$ cat src/rtl/xlate_pkg.sv
package xlate_pkg;
  localparam int PTE_W = 32;
  localparam int PPN_W = 20;

  typedef enum logic [1:0] {
    FLT_NONE   = 2'd0,
    FLT_ABSENT = 2'd1,
    FLT_PERM   = 2'd2
  } fault_e;

  typedef enum logic [1:0] {
    ACC_READ  = 2'd0,
    ACC_WRITE = 2'd1,
    ACC_EXEC  = 2'd2,
    ACC_RSVD  = 2'd3
  } access_e;

  typedef struct packed {
    logic [4:0]       rsvd;
    logic             io;
    logic             dirty;
    logic             used;
    logic             ex;
    logic             wr;
    logic             rd;
    logic             present;
    logic [PPN_W-1:0] ppn;
  } pte_t;
endpackage

$ cat src/rtl/pte_table.sv
module pte_table
  import xlate_pkg::*;
#(
  parameter int ENTRIES = 64,
  parameter int IDX_W   = $clog2(ENTRIES)
) (
  input  logic             clk_i,
  input  logic             rst_ni,
  input  logic [IDX_W-1:0] rd_idx_i,
  output pte_t             rd_entry_o,
  input  logic             upd_en_i,
  input  logic [IDX_W-1:0] upd_idx_i,
  input  logic             upd_set_used_i,
  input  logic             upd_set_dirty_i,
  input  logic             ld_en_i,
  input  logic [IDX_W-1:0] ld_idx_i,
  input  pte_t             ld_entry_i
);
  pte_t mem_q [ENTRIES];
  logic upd_blocked;

  assign upd_blocked = ld_en_i && (ld_idx_i == upd_idx_i);
  assign rd_entry_o  = mem_q[rd_idx_i];

  always_ff @(posedge clk_i or negedge rst_ni) begin
    if (!rst_ni) begin
      for (int i = 0; i < ENTRIES; i++) mem_q[i] <= '0;
    end else begin
      if (upd_en_i && !upd_blocked) begin
        mem_q[upd_idx_i].used  <= mem_q[upd_idx_i].used | upd_set_used_i;
        mem_q[upd_idx_i].dirty <= mem_q[upd_idx_i].dirty | upd_set_dirty_i;
      end
      if (ld_en_i) mem_q[ld_idx_i] <= ld_entry_i;
    end
  end

  AST_LOAD_TAKES: assert property (@(posedge clk_i) disable iff (!rst_ni)
    ld_en_i |=> mem_q[$past(ld_idx_i)] == $past(ld_entry_i));
  AST_USED_SET: assert property (@(posedge clk_i) disable iff (!rst_ni)
    (upd_en_i && upd_set_used_i && !upd_blocked) |=> mem_q[$past(upd_idx_i)].used);
  AST_DIRTY_SET: assert property (@(posedge clk_i) disable iff (!rst_ni)
    (upd_en_i && upd_set_dirty_i && !upd_blocked) |=> mem_q[$past(upd_idx_i)].dirty);
endmodule

$ cat src/rtl/access_check.sv
module access_check
  import xlate_pkg::*;
(
  input  pte_t        entry_i,
  input  logic        in_range_i,
  input  logic [1:0]  kind_i,
  output fault_e      fault_o,
  output logic        set_used_o,
  output logic        set_dirty_o
);
  logic allow;

  always_comb begin
    unique case (access_e'(kind_i))
      ACC_WRITE: allow = entry_i.wr;
      ACC_EXEC:  allow = entry_i.ex;
      default:   allow = entry_i.rd;
    endcase
    if (!in_range_i || !entry_i.present) fault_o = FLT_ABSENT;
    else if (!allow)                     fault_o = FLT_PERM;
    else                                 fault_o = FLT_NONE;
    set_used_o  = (fault_o == FLT_NONE);
    set_dirty_o = set_used_o && (access_e'(kind_i) == ACC_WRITE);
  end
endmodule

$ cat src/rtl/page_xlate.sv
module page_xlate
  import xlate_pkg::*;
#(
  parameter int VA_W     = 32,
  parameter int OFFSET_W = 12,
  parameter int ENTRIES  = 64,
  localparam int VPN_W   = VA_W - OFFSET_W,
  localparam int PA_W    = PPN_W + OFFSET_W,
  localparam int IDX_W   = $clog2(ENTRIES)
) (
  input  logic             clk_i,
  input  logic             rst_ni,
  input  logic             req_valid_i,
  input  logic [VA_W-1:0]  req_va_i,
  input  logic [1:0]       req_kind_i,
  input  logic             ld_en_i,
  input  logic [IDX_W-1:0] ld_idx_i,
  input  logic [PTE_W-1:0] ld_pte_i,
  output logic             rsp_valid_o,
  output logic [PA_W-1:0]  rsp_pa_o,
  output logic [1:0]       rsp_fault_o,
  output logic             rsp_io_o,
  output logic             rsp_was_used_o,
  output logic             rsp_was_dirty_o
);
  logic [VPN_W-1:0] vpn;
  logic [IDX_W-1:0] idx;
  logic             in_range;
  pte_t             entry;
  fault_e           fault;
  logic             set_used, set_dirty;

  assign vpn      = req_va_i[VA_W-1:OFFSET_W];
  assign idx      = vpn[IDX_W-1:0];
  assign in_range = (vpn < VPN_W'(ENTRIES));

  pte_table #(.ENTRIES(ENTRIES), .IDX_W(IDX_W)) u_table (
    .clk_i           (clk_i),
    .rst_ni          (rst_ni),
    .rd_idx_i        (idx),
    .rd_entry_o      (entry),
    .upd_en_i        (req_valid_i && in_range),
    .upd_idx_i       (idx),
    .upd_set_used_i  (set_used),
    .upd_set_dirty_i (set_dirty),
    .ld_en_i         (ld_en_i),
    .ld_idx_i        (ld_idx_i),
    .ld_entry_i      (pte_t'(ld_pte_i))
  );

  access_check u_check (
    .entry_i     (entry),
    .in_range_i  (in_range),
    .kind_i      (req_kind_i),
    .fault_o     (fault),
    .set_used_o  (set_used),
    .set_dirty_o (set_dirty)
  );

  always_ff @(posedge clk_i or negedge rst_ni) begin
    if (!rst_ni) begin
      rsp_valid_o     <= 1'b0;
      rsp_pa_o        <= '0;
      rsp_fault_o     <= FLT_NONE;
      rsp_io_o        <= 1'b0;
      rsp_was_used_o  <= 1'b0;
      rsp_was_dirty_o <= 1'b0;
    end else begin
      rsp_valid_o     <= req_valid_i;
      rsp_pa_o        <= '0;
      rsp_fault_o     <= FLT_NONE;
      rsp_io_o        <= 1'b0;
      rsp_was_used_o  <= 1'b0;
      rsp_was_dirty_o <= 1'b0;
      if (req_valid_i) begin
        rsp_fault_o <= fault;
        if (fault == FLT_NONE) rsp_pa_o <= {entry.ppn, req_va_i[OFFSET_W-1:0]};
        if (in_range) begin
          rsp_io_o        <= entry.io;
          rsp_was_used_o  <= entry.used;
          rsp_was_dirty_o <= entry.dirty;
        end
      end
    end
  end

  AST_RSP_FOLLOWS_REQ: assert property (@(posedge clk_i) disable iff (!rst_ni)
    req_valid_i |=> rsp_valid_o);
  AST_NO_SPURIOUS_RSP: assert property (@(posedge clk_i) disable iff (!rst_ni)
    !req_valid_i |=> !rsp_valid_o);
  AST_OFFSET_KEPT: assert property (@(posedge clk_i) disable iff (!rst_ni)
    req_valid_i |=> (rsp_fault_o != FLT_NONE ||
                     rsp_pa_o[OFFSET_W-1:0] == $past(req_va_i[OFFSET_W-1:0])));
  AST_FAULT_PA_ZERO: assert property (@(posedge clk_i) disable iff (!rst_ni)
    (rsp_valid_o && rsp_fault_o != FLT_NONE) |-> rsp_pa_o == '0);
  AST_OUT_OF_RANGE: assert property (@(posedge clk_i) disable iff (!rst_ni)
    (req_valid_i && !in_range) |=> rsp_fault_o == FLT_ABSENT);
  AST_FAULT_LEGAL: assert property (@(posedge clk_i) disable iff (!rst_ni)
    rsp_valid_o |-> rsp_fault_o != 2'd3);
endmodule

$ cat config.mk
export PLATFORM = sky130hd
export DESIGN_NAME = page_xlate
export DESIGN_NICKNAME = d
export VERILOG_FILES = /design/src/rtl/xlate_pkg.sv /design/src/rtl/pte_table.sv /design/src/rtl/access_check.sv /design/src/rtl/page_xlate.sv
export SDC_FILE = /design/constraint.sdc
export NUM_CORES = 2
export LEC_CHECK = 0
export ABC_AREA = 1
export ABC_CLOCK_PERIOD_IN_PS = 3970
export BUFFER_PORTS_ARGS = -buffer_cell sky130_fd_sc_hd__buf_2
export CORE_MARGIN = 2
export CORE_UTILIZATION = 55
export DETAILED_ROUTE_END_ITERATION = 7
export PLACE_DENSITY = 0.71
export REMOVE_ABC_BUFFERS = 1
export SYNTH_ARGS = -nofsm -noshare
export SYNTH_HDL_FRONTEND = slang
export SYNTH_SLANG_ARGS = --single-unit
$ cat constraint.sdc
create_clock -name clk_i -period 3.97 [get_ports clk_i]
set_input_delay 0.1985 -clock clk_i [delete_from_list [all_inputs] [get_ports clk_i]]
set_output_delay 0.1985 -clock clk_i [all_outputs]
set_load 0.02 [all_outputs]
==> flow_summary.ini <==
[outcome]
status = complete, no violations

[pwr]
clock_power_share_pct = 39.5
power_density_mw_per_mm2 = 522
fin_total_pwr_mw = 44.0
p_sw_mw = 11.7
irDropWorstVdd_v = 0.000398
p_seq_share_pct = 49.4
intPower_mw = 32.3
p_leak_nw = 39.8
pwr-share-comb_pct = 11.1
swShare_pct = 26.5

[worst_setup_path]
worst-r2r-setup-slack_ps = 1180
required_ps = 4730
crit_fanout = 11
cpPeakStageDelay_ps = 750
rr_endpoint = u_table.mem_q[1241]$_DFF_PN0_
crit_family = simple AND/OR/NAND/NOR gates
crit_type = input port to flip-flop
rr_worst_depth = 15
crit_top_cell = nand2_1
cpMaxStageDelayCell = nor2_1
start_kind = input port
crit_chain = dlygate4sd3_1, buf_2, nor4_1, dlygate4sd3_1, nand2_1, dlygate4sd3_1, nor2_1, nand2_1, inv_1, nand2_1, nor2_1, nand2_1, a21oi_1, o21ai_0, nand2_1
crit_arrival_ps = 4630
critPathBufInv = 5
cp-end-kind = flip-flop
worstReg2RegStart = u_table.mem_q[309]$_DFFE_PN0P_

[clock_tree]
numCtsBuffers = 180
path_clk_slew_ps = 60
cts_resized = 0
cts_sinks = 1766
cts_root_buffer = clkbuf_16
cts_tree = built
cts_max_level = 4
cts_setup_buffers = 0
holdBufCountCts = 28
clk_latency_ps = 830
cts_buffer_depth = 3

[timing]
skew_ps = 35.0
drv_slew = 0
setup_viol = 0
period_minus_slack_ps = 3880
fin_crit_sh_pct = 97.6
hold_viol_final = 0
max_freq_mhz = 258
setup_ws_ps = 94.0
worst_slew_pin_slew_ps = 1300
relSlewSlack_pct = 13.1
rsz0062_at_grt = no
holdWs_ps = 25.3

[place]
dp.cells = 10070
dp_slack_ps = 487
portBuffers = 108
place_hpwl_um = 140000
gp_congestion = 0.942

[die]
start_util_pct = 55.3
fp.coreArea_mm2 = 0.137
die_w_um = 375
die_y_um = 375
rows = 136
dieArea_mm2 = 0.141
io_pins = 114

[synthesis]
yosys_warnings = 0
syn_area_mm2 = 0.0758
synth_seq_cells = 1766
yosysSeqAreaShare_pct = 58.3
syn_inst = 8666
synth_cell_type_count = 42
syn-mean-instance-area_um2 = 8.75

[grt]
track_usage_pct = 34.9
antenna_found_initial = 3
grt_pass1_wl_um = 378000
overflow = 0
grt_max_degree = 128
grt_pass1_vias = 62968

[routing]
met3RoutedLength_um = 24500
wl_met1_um = 99500
drt_pre_antenna_iters = 6
top_layer_used = met5
met2_length_um = 109000
routed_wl_um = 245000
route.detailed.drc = 0
drtIter0Drc = 8894
drtAntennaViolNets = 0
via_count = 64971
drt-wirelength-per-cell_um = 23.6
avgViaCountPerCell = 6.23

[finish]
utilization_pct = 61.5
register_area_mm2 = 0.0442
fin_nets = 8564
antenna_cells = 0
fillers = 11488
drive_gt1_share_pct = 9.12
multi_input_area_mm2 = 0.0278
fin_cells = 10423
area_growth_pct = 11.3

[job]
drv_cap = 0

[min_path]
hold_class = input port to async pin
## worst max path at each step
stage	cells past startpoint	endpoint	slack, ps	from
2_1_floorplan	15	u_table.mem_q[1880]$_DFF_PN0_	-1300	req_va_i[12]
3_3_place_gp	17	u_table.mem_q[632]$_DFF_PN0_	480	req_va_i[13]
3_5_place_dp	17	u_table.mem_q[88]$_DFF_PN0_	490	req_va_i[12]
4_1_cts	15	u_table.mem_q[1593]$_DFF_PN0_	450	req_va_i[23]
5_1_grt	15	u_table.mem_q[1593]$_DFF_PN0_	40	req_va_i[23]
6_report	15	u_table.mem_q[1593]$_DFF_PN0_	90	req_va_i[23]
## worst reg2reg max path: cells and delay by family, from the launching register on
| family | cells | cell delay [ps] |
|---|---|---|
| AOI/OAI and AO/OA | 2 | 350 |
| buffers and inverters | 1 | 410 |
| and+or+nand+nor | 12 | 1610 |
| DFF | 1 | 350 |
## logic make-up after synthesis
group / Yosys count / share of synthesized area [%]
adders and majority gates: 2 / 0.0330
AOI/OAI and AO/OA: 2745 / 20.0
buffers and inverters: 1002 / 5.28
DFF: 1766 / 58.3
and+or+nand+nor: 3151 / 16.4
## power groups by stage
stage / Sequential, mW / Combinational, mW / Clock, mW
finish: 21.7 / 4.90 / 17.4
global route: 21.9 / 5.57 / 18.2
CTS: 21.6 / 4.86 / 17.5
detailed placement: 21.9 / 4.80 / 0
global placement: 21.8 / 4.62 / 0
floorplan: 21.6 / 3.05 / 0
## flip-flops by register name, summed over array words and instances, names as in the netlist
register	count
u_table.mem_q	1728
rsp_pa_o	32
rsp_fault_o	2
rsp_io_o	1
rsp_valid_o	1
rsp_was_dirty_o	1
rsp_was_used_o	1
## synth_stat cells (all sizes together)
master   number  area (um^2)
ha            2         25.0
a22o          9         78.8
nor3         22          120
o31ai         5         37.5
a211oi        1         7.51
or2          95          594
o22a          7         61.3
o22ai       544         3400
clkinv       32          120
nand3        36          180
nor3b        12         90.1
o41a          5         56.3
o2111ai      14          123
o2bb2ai       3         26.3
nor2        384         1460
a21boi        1         11.3
a22oi        17          128
o211ai        6         45.0
a21oi       239         1200
o221ai        8         70.1
o41ai       104          911
a221oi       14          123
nand4        21          131
dfrtp      1766        44200
nand3b       17          128
inv         239          897
o21ai      1768         8850
buf         152          808
clkbuf      579         2170
nor4         38          244
nand2      2526         9510
## stage by stage
step | cell area, um^2 | setup TNS [ps]
after floorplan | 72800 | -146540
after CTS | 84300 | 0
after global placement | 78000 | 0
final | 84300 | 0
after global routing | 84300 | 0
after detailed placement | 78000 | 0
## per-layer routing
metal  vias to the layer above  GRT usage (%)
met5                         -          0.549
met4                         2           17.0
met3                       683           7.12
met2                      3641           53.3
met1                     31824           48.0
li1                      28821              -
## area by class of cell
class,count,area share [%]
inverter,271,1.22
clock inverter,50,0.820
timing repair buffer,369,3.60
multi-input combinational,5898,33.0
clock buffer,275,6.32
tap,1794,2.66
sequential,1766,52.4
## layout by cell type (no fill, tap or decap), types with 22 or more instances in the layout
master / n
buf_2: 104
nor2_1: 374
clkbuf_1: 54
nand2_2: 33
inv_1: 223
clkbuf_16: 185
dlygate4sd3_1: 28
dfrtp_1: 1766
clkinv_1: 28
buf_4: 200
nand2_1: 2486
buf_12: 36
or2_2: 94
o21ai_0: 1735
o41ai_1: 104
o21ai_1: 33
clkbuf_8: 36
nor4_1: 37
clkinv_2: 22
a21oi_1: 239
o22ai_1: 544
nand3_1: 36
Note: power is estimated with default switching activity, not from simulation.
